### src/rtl/circ_agen_pkg.sv
package circ_agen_pkg;
  typedef enum logic [1:0] {
    OP_HOLD = 2'd0,
    OP_MOD  = 2'd1,
    OP_STEP = 2'd2,
    OP_BREV = 2'd3
  } agen_op_e;

  typedef enum logic [1:0] {
    RK_IDX  = 2'd0,
    RK_MOD  = 2'd1,
    RK_BASE = 2'd2,
    RK_LEN  = 2'd3
  } reg_kind_e;
endpackage

### src/rtl/circ_agen_brev_add.sv
module circ_agen_brev_add #(
  parameter int AW = 32
) (
  input  logic [AW-1:0] a,
  input  logic [AW-1:0] b,
  output logic [AW-1:0] sum
);
  logic [AW-1:0] ra, rb, rs;

  // mirror operands so an ordinary adder carries from MSB toward LSB
  for (genvar g = 0; g < AW; g++) begin : g_mirror
    assign ra[g]  = a[AW-1-g];
    assign rb[g]  = b[AW-1-g];
    assign sum[g] = rs[AW-1-g];
  end

  assign rs = ra + rb;
endmodule

### src/rtl/circ_agen_upd.sv
module circ_agen_upd
  import circ_agen_pkg::*;
#(
  parameter int AW = 32
) (
  input  logic          clk,
  input  logic          rst_n,
  input  logic [AW-1:0] idx,
  input  logic [AW-1:0] mdf,
  input  logic [AW-1:0] base,
  input  logic [AW-1:0] len,
  input  agen_op_e      op,
  input  logic          dec,
  input  logic [1:0]    size,
  output logic [AW-1:0] nxt
);
  localparam int EW = AW + 2;

  logic [AW-1:0] step_mag, delta, brev_sum, off;
  logic [EW-1:0] noff, fixed_off;

  circ_agen_brev_add #(.AW(AW)) u_brev (.a(idx), .b(mdf), .sum(brev_sum));

  always_comb begin
    unique case (size)
      2'd0:    step_mag = AW'(1);
      2'd1:    step_mag = AW'(2);
      default: step_mag = AW'(4);
    endcase
  end

  always_comb begin
    if (op == OP_STEP) delta = dec ? (~step_mag + 1'b1) : step_mag;
    else               delta = dec ? (~mdf + 1'b1) : mdf;
  end

  // offset-domain wrap: position inside buffer, then fold by one length
  assign off  = idx - base;
  assign noff = {2'b00, off} + {{2{delta[AW-1]}}, delta};

  always_comb begin
    if (noff[EW-1])                  fixed_off = noff + {2'b00, len};
    else if (noff >= {2'b00, len})   fixed_off = noff - {2'b00, len};
    else                             fixed_off = noff;
  end

  always_comb begin
    unique case (op)
      OP_HOLD: nxt = idx;
      OP_BREV: nxt = brev_sum;
      default: nxt = (len == '0) ? (idx + delta) : (base + fixed_off[AW-1:0]);
    endcase
  end

  logic [AW-1:0] delta_abs;
  logic          wrap_chk_en;
  assign delta_abs   = delta[AW-1] ? (~delta + 1'b1) : delta;
  assign wrap_chk_en = (len != '0) && (op == OP_MOD || op == OP_STEP) &&
                       (off < len) && (delta_abs <= len);


  wrap_window_chk: assert property (@(posedge clk) disable iff (!rst_n)
    wrap_chk_en |-> ((nxt - base) < len));


  linear_step_chk: assert property (@(posedge clk) disable iff (!rst_n)
    (len == '0 && op == OP_STEP && !dec && size == 2'd2) |-> (nxt - idx == AW'(4)));
endmodule

### src/rtl/circ_agen_regs.sv
module circ_agen_regs
  import circ_agen_pkg::*;
#(
  parameter int AW    = 32,
  parameter int NSETS = 4,
  localparam int SW   = (NSETS > 1) ? $clog2(NSETS) : 1
) (
  input  logic          clk,
  input  logic          rst_n,
  input  logic          wr_en,
  input  reg_kind_e     wr_kind,
  input  logic [SW-1:0] wr_set,
  input  logic [AW-1:0] wr_data,
  input  reg_kind_e     rd_kind,
  input  logic [SW-1:0] rd_set,
  output logic [AW-1:0] rd_data,
  input  logic          upd_en,
  input  logic [SW-1:0] upd_set,
  input  logic [AW-1:0] upd_val,
  output logic [AW-1:0] sel_idx,
  output logic [AW-1:0] sel_mod,
  output logic [AW-1:0] sel_base,
  output logic [AW-1:0] sel_len
);
  logic [NSETS-1:0][AW-1:0] idx_q, mod_q, base_q, len_q;

  for (genvar s = 0; s < NSETS; s++) begin : g_set
    logic hit_wr;
    assign hit_wr = wr_en && (wr_set == SW'(s));

    always_ff @(posedge clk) begin
      if (!rst_n) begin
        idx_q[s]  <= '0;
        mod_q[s]  <= '0;
        base_q[s] <= '0;
        len_q[s]  <= '0;
      end else begin
        if (hit_wr && wr_kind == RK_IDX)                 idx_q[s] <= wr_data;
        else if (upd_en && upd_set == SW'(s))            idx_q[s] <= upd_val;
        if (hit_wr && wr_kind == RK_MOD)  mod_q[s]  <= wr_data;
        if (hit_wr && wr_kind == RK_BASE) base_q[s] <= wr_data;
        if (hit_wr && wr_kind == RK_LEN)  len_q[s]  <= wr_data;
      end
    end
  end

  assign sel_idx  = idx_q[upd_set];
  assign sel_mod  = mod_q[upd_set];
  assign sel_base = base_q[upd_set];
  assign sel_len  = len_q[upd_set];

  always_comb begin
    unique case (rd_kind)
      RK_IDX:  rd_data = idx_q[rd_set];
      RK_MOD:  rd_data = mod_q[rd_set];
      RK_BASE: rd_data = base_q[rd_set];
      default: rd_data = len_q[rd_set];
    endcase
  end


  idle_hold_chk: assert property (@(posedge clk) disable iff (!rst_n)
    (!wr_en && !upd_en) |=> $stable(idx_q));


  geom_write_keeps_idx_chk: assert property (@(posedge clk) disable iff (!rst_n)
    (wr_en && (wr_kind == RK_BASE || wr_kind == RK_LEN) && !upd_en) |=> $stable(idx_q));
endmodule

### src/rtl/circ_agen.sv
module circ_agen
  import circ_agen_pkg::*;
#(
  parameter int AW    = 32,
  parameter int NSETS = 4,
  localparam int SW   = (NSETS > 1) ? $clog2(NSETS) : 1
) (
  input  logic          clk,
  input  logic          rst_n,
  input  logic          wr_en,
  input  logic [1:0]    wr_kind,
  input  logic [SW-1:0] wr_set,
  input  logic [AW-1:0] wr_data,
  input  logic [1:0]    rd_kind,
  input  logic [SW-1:0] rd_set,
  output logic [AW-1:0] rd_data,
  input  logic          req_valid,
  input  logic [SW-1:0] req_set,
  input  logic [1:0]    req_op,
  input  logic          req_dec,
  input  logic [1:0]    req_size,
  output logic          addr_valid,
  output logic [AW-1:0] addr
);
  logic [AW-1:0] cur_idx, cur_mod, cur_base, cur_len, nxt_idx;
  logic          upd_en;

  assign upd_en = req_valid && (agen_op_e'(req_op) != OP_HOLD);

  circ_agen_regs #(.AW(AW), .NSETS(NSETS)) u_regs (
    .clk      (clk),
    .rst_n    (rst_n),
    .wr_en    (wr_en),
    .wr_kind  (reg_kind_e'(wr_kind)),
    .wr_set   (wr_set),
    .wr_data  (wr_data),
    .rd_kind  (reg_kind_e'(rd_kind)),
    .rd_set   (rd_set),
    .rd_data  (rd_data),
    .upd_en   (upd_en),
    .upd_set  (req_set),
    .upd_val  (nxt_idx),
    .sel_idx  (cur_idx),
    .sel_mod  (cur_mod),
    .sel_base (cur_base),
    .sel_len  (cur_len)
  );

  circ_agen_upd #(.AW(AW)) u_upd (
    .clk   (clk),
    .rst_n (rst_n),
    .idx   (cur_idx),
    .mdf   (cur_mod),
    .base  (cur_base),
    .len   (cur_len),
    .op    (agen_op_e'(req_op)),
    .dec   (req_dec),
    .size  (req_size),
    .nxt   (nxt_idx)
  );

  assign addr_valid = req_valid;
  assign addr       = cur_idx;


  addr_follows_update_chk: assert property (@(posedge clk) disable iff (!rst_n)
    (req_valid && !wr_en && $past(req_valid) && req_set == $past(req_set) &&
     $past(rst_n) && !$past(wr_en)) |-> (addr == $past(nxt_idx)));
endmodule

### config.mk
export PLATFORM = sky130hd
export DESIGN_NAME = circ_agen
export DESIGN_NICKNAME = d
export VERILOG_FILES = /design/src/rtl/circ_agen_pkg.sv /design/src/rtl/circ_agen_brev_add.sv /design/src/rtl/circ_agen_upd.sv /design/src/rtl/circ_agen_regs.sv /design/src/rtl/circ_agen.sv
export SDC_FILE = /design/constraint.sdc
export NUM_CORES = 2
export LEC_CHECK = 0
export CAP_MARGIN = 20
export CORE_UTILIZATION = 25
export CTS_CLUSTER_SIZE = 25
export DETAILED_ROUTE_END_ITERATION = 10
export PLACE_DENSITY = 0.46
export RECOVER_POWER = 100
export SYNTH_ARGS = -nofsm -noshare
export SYNTH_HDL_FRONTEND = slang
export SYNTH_SLANG_ARGS = --single-unit
### constraint.sdc
create_clock -name clk -period 23.3 [get_ports clk]
set_input_delay 4.66 -clock clk [delete_from_list [all_inputs] [get_ports clk]]
set_output_delay 4.66 -clock clk [all_outputs]
set_load 0.005 [all_outputs]
# Word-level counts from Yosys, hierarchy flattened
# Index checks and enable logic that the tools add are counted.
# op_classes
addsub	9
order_cmp	3
eq_ne	14
mux	33
bitwise	2
n_reduce_logical	37
# ops
operator	n
$mux 32	22
$bmux 32 s2	8
$add 32x32->32	4
$pmux 32 s3	1
$add 32x1->32 const B	2
$pmux 32 s2	1
$sub 32x32->32	2
$add 33x32->34	1
$ge 34x32->1	1
$logic_not 32->1	1
$not 3->32	1
$not 32->32	1
$logic_and 1x1->1	25
$eq 2x2->1 const B	9
$logic_not 2->1	6
$eq 2x1->1 const B	5
$reduce_bool 2->1	5
$lt 2x3->1 const B	2
$pmux 3 s2	1
# word_totals
register_bits	512
out_inout_bits	65
wordCells	114

# Depth between registers and ports, before layout
# logic_depth
ltp_word	15
mapped_depth	63

# Modules after synthesis
# From an unflattened synthesis, not the netlist that was laid out.
# hier_totals
hier_cells	4835
area_unflattened_um2	40652.7
# by_module_without_submodules
module	instances	cells_each	area_each_um2	seq_area_each_um2
circ_agen_regs	1	2898	27422.6	10249.8
circ_agen_upd	1	1694	11471.0	0.0
circ_agen_brev_add	1	241	1744.2	0.0
circ_agen	1	2	15.0	0.0

# Least setup slack after synthesis
# Ideal clock, no wire load.
# synth_path
path_kind	input -> register
from	in req_set[0]
to	reg u_regs.idx_q[31] in the netlist's numbering
setup_time_ns	0.133
arrival_ns	17.062
required_ns	23.167
slack_ns	6.105
path_stages	61
path_cell_list	buf_6 buf_6 buf_4 buf_1 buf_1 clkbuf_1 buf_1 mux4_2 ha_1 inv_1 fa_1 a21o_1 a21oi_1 o21bai_1 a21oi_1 o211ai_1 a2111oi_0 o31ai_1 [... 25 more ...] nand2_1 buf_2 buf_2 o221ai_1 a21oi_1 ha_1 and4_1 nand4_1 or4_1 a31oi_1 nor4bb_1 or4b_1 o311ai_0 nand2_1 a2111oi_2 a211oi_4 a22oi_1 a21oi_1
# synth_between
elab_chain_len	15
elab_cells_between_ends	30
# synth_rtl
item	line	rtl
start: declaration	circ_agen.sv:18	input logic [SW-1:0] req_set,
$bmux 32 s2	circ_agen_regs.sv:48	assign sel_mod = mod_q[upd_set];
$mux 32 (implied by the code)	circ_agen_regs.sv:48	
$not 32->32	circ_agen_upd.sv:34	else delta = dec ? (~mdf + 1'b1) : mdf;
$add 32x1->32	circ_agen_upd.sv:34	
$mux 32	circ_agen_upd.sv:34	
$mux 32	circ_agen_upd.sv:33	if (op == OP_STEP) delta = dec ? (~step_mag + 1'b1) : step_mag;
$add 33x32->34	circ_agen_upd.sv:39	assign noff = {2'b00, off} + {{2{delta[AW-1]}}, delta};
$sub 32x32->32 / $ge 34x32->1 (equally long branches)	circ_agen_upd.sv:43	else if (noff >= {2'b00, len}) fixed_off = noff - {2'b00, len};
$mux 32	circ_agen_upd.sv:43	
$mux 32	circ_agen_upd.sv:42	if (noff[EW-1]) fixed_off = noff + {2'b00, len};
$add 32x32->32	circ_agen_upd.sv:51	default: nxt = (len == '0) ? (idx + delta) : (base + fixed_off[AW-1:0]);
$mux 32	circ_agen_upd.sv:51	
$pmux 32 s2	circ_agen_upd.sv:48	unique case (op)
$mux 32	circ_agen_regs.sv:39	else if (upd_en && upd_set == SW'(s)) idx_q[s] <= upd_val;
$mux 32	circ_agen_regs.sv:38	if (hit_wr && wr_kind == RK_IDX) idx_q[s] <= wr_data;
end signal: indexed assignment	circ_agen_regs.sv:38	
end signal: indexed assignment	circ_agen_regs.sv:39	
end: declaration	circ_agen_regs.sv:25	logic [NSETS-1:0][AW-1:0] idx_q, mod_q, base_q, len_q;
# Parallel ways exist; a longest one is shown, timed or not. The select of a mux whose other input is x is not followed.
# A chain may end at the register's enable or synchronous reset.

# Worst setup path after layout
# layout_path
from	in req_set[0]
to	reg u_regs.idx_q[28] in the netlist's numbering
# The elaborated chain is that of the path after synthesis.

==> results.txt <==
----------------------------------------------------
[Timing]
  Transition time at the pin with the least slew margin ... 4.78 ns
  Layout Skew ... roughly 0.023 ns
  Clock period minus worst slack ... 19.77 ns
  Setup tns final ... 0 ns
  RSZ-0062 raised after global routing ... no
  Share of the clock period used by the worst path ... 0.849
  Fin. max-slew vios ... 928
  Setup violation total in the final timing report ... 0
  Max_slew headroom ... -2.19
  Final WS setup ... 3.53 ns
  Peak Freq ... 50.6 MHz
  Final Hold Fails ... 0

[Power and ir drop]
  Power spent charging and discharging nets ... between 2 and 2.5 mW
  Clock Power Share ... 0.202
  Internal cell power ... 2.39 mW
  Net switching fraction of the power ... 0.468
  Highest ir drop seen on vdd ... 98.3 uV
  Total leakage power ... 16.3 nW
  Comb pwr share ... 0.594
  Cell area power density ... 101 nW/um2
  Share of power burned in registers ... 0.204

[Logic synthesis]
  Synth Register Bits ... 512
  Yosys synthesis warning count ... 0
  Fraction of the yosys area taken by sequential cells ... 0.259
  Ys async rst share ... 0
  Syn_area_per_cell ... about 8.4 um2
  Dominant synthesized flop cell ... sky130_fd_sc_hd__dfxtp_1
  Synth Net Count ... 4986
  Number of distinct library cells after synthesis ... 87
  Post-synthesis instance area ... 39600 um2
  Number of enable flip-flop cells after synthesis ... 0
  Post-Synthesis Cells ... 4702

[Detailed routing]
  Wire per inst ... 26.3 um
  Vias ... 37100
  Detailed Routing Iterations Pass 1 ... 6
  Routed wire length ... 176000 um
  Per-cell via count in the routed design ... 5.53
  Post-DRT Antenna Nets ... 0
  DRT iter0 DRCs ... 3976
  Number of remaining DRC errors ... 0

[Final layout]
  Layout cell share with drive strength beyond 1 ... 0.108
  Cell area after layout ... 44400 um2
  Area taken by flip-flops and latches ... 10200 um2
  Net count of the finished layout ... about 4900
  Multi-input gate area ... 27500 um2
  Area growth from synthesis to layout ... 12.2%
  Number of filler cells placed in the layout ... 16800

[Worst setup path]
  Highest cell delay on the worst timing path ... between 2 and 2.5 ns
  Category of the most critical setup path ... primary input to flip-flop
  R2r setup slk ... 9.10 ns
  Count of buffer and inverter cells on the critical path ... 6
  Cell family with the largest share of critical-path delay ... compound AO/OA/AOI/OAI gates
  Maximum fanout encountered on the critical timing path ... 47
  Most frequent cell on the critical path ... sky130_fd_sc_hd__o21ai_0
  Nature of the critical path endpoint ... flip-flop
  Required time worst endpoint ... 23.87 ns
  Sort of element at the start of the critical path ... primary input
  Worst EP arrival ... 20.34 ns
  CP max stage cell ... sky130_fd_sc_hd__clkbuf_1

[GRT]
  Initial antenna violation count ... 20
  Tot GR Track Use ... 0.214
  Largest net degree at the start of global routing ... approximately 110
  GRT Residual Overflow ... 0
  Vias in the first global route ... 34800
  First-pass GRT wire length ... 250000 um

[Floorplanning]
  IO Count ... around 120
  Die Y-Extent ... 400 um
  Overall die area ... 160000 um2
  CORE AREA ... 157000 um2
  Starting density of the core ... 0.253
  Count of standard-cell rows ... 145
  Width of the chip ... between 300 and 400 um

[Hold path]
  Worst Hold Class ... flip-flop to flip-flop

[Clocking]
  Gates resized, CTS repair ... 0
  Post-CTS setup buffer count ... 0
  Max clock buf depth ... 3
  Hold_buf cts ... 0
  Clock tree from TritonCTS ... yes
  Worst-path clk slew ... 0.06 ns
  CTS sink cnt ... 512
  Number of H-tree levels ... 2
  CTS Buf Count ... 56
  Clock latency on the worst-skew pair ... 0.64 ns
  Buffer type at the clock tree root ... sky130_fd_sc_hd__clkbuf_16

[Place]
  Final weighted congestion in routability-driven placement ... just over 0.9
  Worst slack after detailed placement ... 4.93 ns
  Hpwl dp ... 125000 um
  Placed standard-cell area ... 42700 um2
  IO buf count ... around 120

[Outcome]
  Violations in the final reports ... capacitance limit, slew limit
  Outcome ... finished, violations left

[Job]
  Number of violations of the max-capacitance limit ... 19

----------------------------------------------------
==> sequential cells by signal, indices dropped and copies added, names as in the netlist <==
signal / cells
u_regs.base_q: 128
u_regs.idx_q: 128
u_regs.len_q: 128
u_regs.mod_q: 128
==> metal layers <==
metal  routed length, um  track usage  up-vias  part of all wire
li1                    -            -    16900                 -
met1               77900        0.305    18300              0.44
met2               76100        0.329     1642              0.43
met3               17700       0.0477      181              0.10
met4                4650       0.0469        2             0.026
met5                   9            0        -          0.000051
==> cell families (layout without fill, tap and decap cells) <==
group / Yosys count / in the layout / synth area share
compound gates: 1466 / 1466 / 0.253
xor+xnor: 140 / 140 / 0.0312
fa+ha+maj: 233 / 233 / 0.0750
buf+inv: 508 / 448 / 0.0492
flops: 512 / 512 / 0.259
mux: 296 / 296 / 0.166
other cells: 0 / 10 / 0
simple gates: 1547 / 1547 / 0.166
==> worst reg2reg max path: cells and delay by family, from the launching register on <==
family	cells	cell delay (ns)
adder cells (fa/ha/maj)	5	1.81
AO/OA/AOI/OAI	25	7.27
flip-flops	1	0.34
buffers and inverters	6	1.32
AND/OR/NAND/NOR	16	2.72
XOR/XNOR	1	0.15
multiplexers	1	0.55
==> layout by cell type (no fill, tap or decap), types with 35 or more instances in the layout <==
master / Yosys / layout
sky130_fd_sc_hd__mux4_2: 289 / 289
sky130_fd_sc_hd__o21bai_1: 39 / 39
sky130_fd_sc_hd__nand3_1: 77 / 72
sky130_fd_sc_hd__dlygate4sd3_1: 0 / 62
sky130_fd_sc_hd__ha_1: 226 / 225
sky130_fd_sc_hd__buf_4: 2 / 58
sky130_fd_sc_hd__nor2b_1: 39 / 39
sky130_fd_sc_hd__a21boi_0: 391 / 391
sky130_fd_sc_hd__dfxtp_1: 512 / 512
sky130_fd_sc_hd__clkbuf_16: 0 / 57
sky130_fd_sc_hd__o211ai_1: 35 / 35
sky130_fd_sc_hd__xor2_1: 44 / 44
sky130_fd_sc_hd__nor2_1: 229 / 220
sky130_fd_sc_hd__o211a_1: 57 / 57
sky130_fd_sc_hd__nand2_1: 980 / 972
sky130_fd_sc_hd__a221o_1: 35 / 35
sky130_fd_sc_hd__o21ai_0: 174 / 215
sky130_fd_sc_hd__nor3_1: 52 / 49
sky130_fd_sc_hd__clkdlybuf4s50_1: 0 / 45
sky130_fd_sc_hd__o221ai_1: 38 / 38
sky130_fd_sc_hd__a21o_1: 86 / 86
sky130_fd_sc_hd__inv_1: 152 / 152
sky130_fd_sc_hd__xnor2_1: 95 / 94
sky130_fd_sc_hd__a21oi_1: 342 / 342
==> worst paths after layout <==
path / from / end / cells after the start
setup / recovery: req_set[0] / u_regs.idx_q[28] / 51
hold / removal: u_regs.len_q[90] / u_regs.len_q[90] / 2
setup reg to reg: u_regs.idx_q[96] / u_regs.idx_q[28] / 54
hold reg to reg: u_regs.len_q[90] / u_regs.len_q[90] / 2
==> per-stage QoR <==
| step | instances | power (mW) | utilization | hold slack (ns) |
|---|---|---|---|---|
| CTS | 6700 | 4.46 | 0.284 | 0.479 |
| global placement | 6595 | 3.55 | 0.272 | 0.460 |
| finish | 6710 | 4.49 | 0.283 | 0.478 |
| floorplan | 4702 | 2.83 | - | 0.450 |
| global route | 6702 | 4.74 | 0.283 | 0.501 |
| detailed placement | 6595 | 3.54 | 0.272 | 0.469 |
==> synth_stat cells, types with 38 or more instances <==
| cell | instances | area (um2) |
|---|---|---|
| sky130_fd_sc_hd__nor2b_1 | 39 | 244 |
| sky130_fd_sc_hd__o21bai_1 | 39 | 293 |
| sky130_fd_sc_hd__clkbuf_1 | 309 | 1160 |
| sky130_fd_sc_hd__xnor2_1 | 95 | 832 |
| sky130_fd_sc_hd__mux4_2 | 289 | 6510 |
| sky130_fd_sc_hd__o21ai_1 | 52 | 260 |
| sky130_fd_sc_hd__inv_1 | 152 | 571 |
| sky130_fd_sc_hd__nand3_1 | 77 | 385 |
| sky130_fd_sc_hd__a21o_1 | 86 | 646 |
| sky130_fd_sc_hd__ha_1 | 226 | 2830 |
| sky130_fd_sc_hd__o211a_1 | 57 | 571 |
| sky130_fd_sc_hd__a21boi_0 | 391 | 2940 |
| sky130_fd_sc_hd__o21ai_0 | 174 | 871 |
| sky130_fd_sc_hd__nand2_1 | 980 | 3680 |
| sky130_fd_sc_hd__nor3_1 | 52 | 260 |
| sky130_fd_sc_hd__nor2_1 | 229 | 860 |
| sky130_fd_sc_hd__a21oi_1 | 342 | 1710 |
| sky130_fd_sc_hd__xor2_1 | 44 | 385 |
| sky130_fd_sc_hd__dfxtp_1 | 512 | 10200 |
| sky130_fd_sc_hd__o221ai_1 | 38 | 333 |
==> layout make-up <==
type | instances | area share
multi-input cells | 3682 | 0.620
inverters | 153 | 0.0129
diodes | 10 | 0.000563
well taps | 2058 | 0.0580
clock buffers | 88 | 0.0381
repair buffers | 190 | 0.0372
clock inverters | 17 | 0.00285
flip-flops and latches | 512 | 0.231
==> power groups by stage <==
stage | logic [mW] | clock network, mW | registers (mW)
after CTS | 2.62 | 0.922 | 0.914
after detailed placement | 2.60 | 0 | 0.934
final | 2.67 | 0.908 | 0.915
after floorplan | 1.90 | 0 | 0.929
after global placement | 2.62 | 0 | 0.933
after global routing | 2.87 | 0.955 | 0.917
No activity file was read; power rests on OpenSTA's default activity.
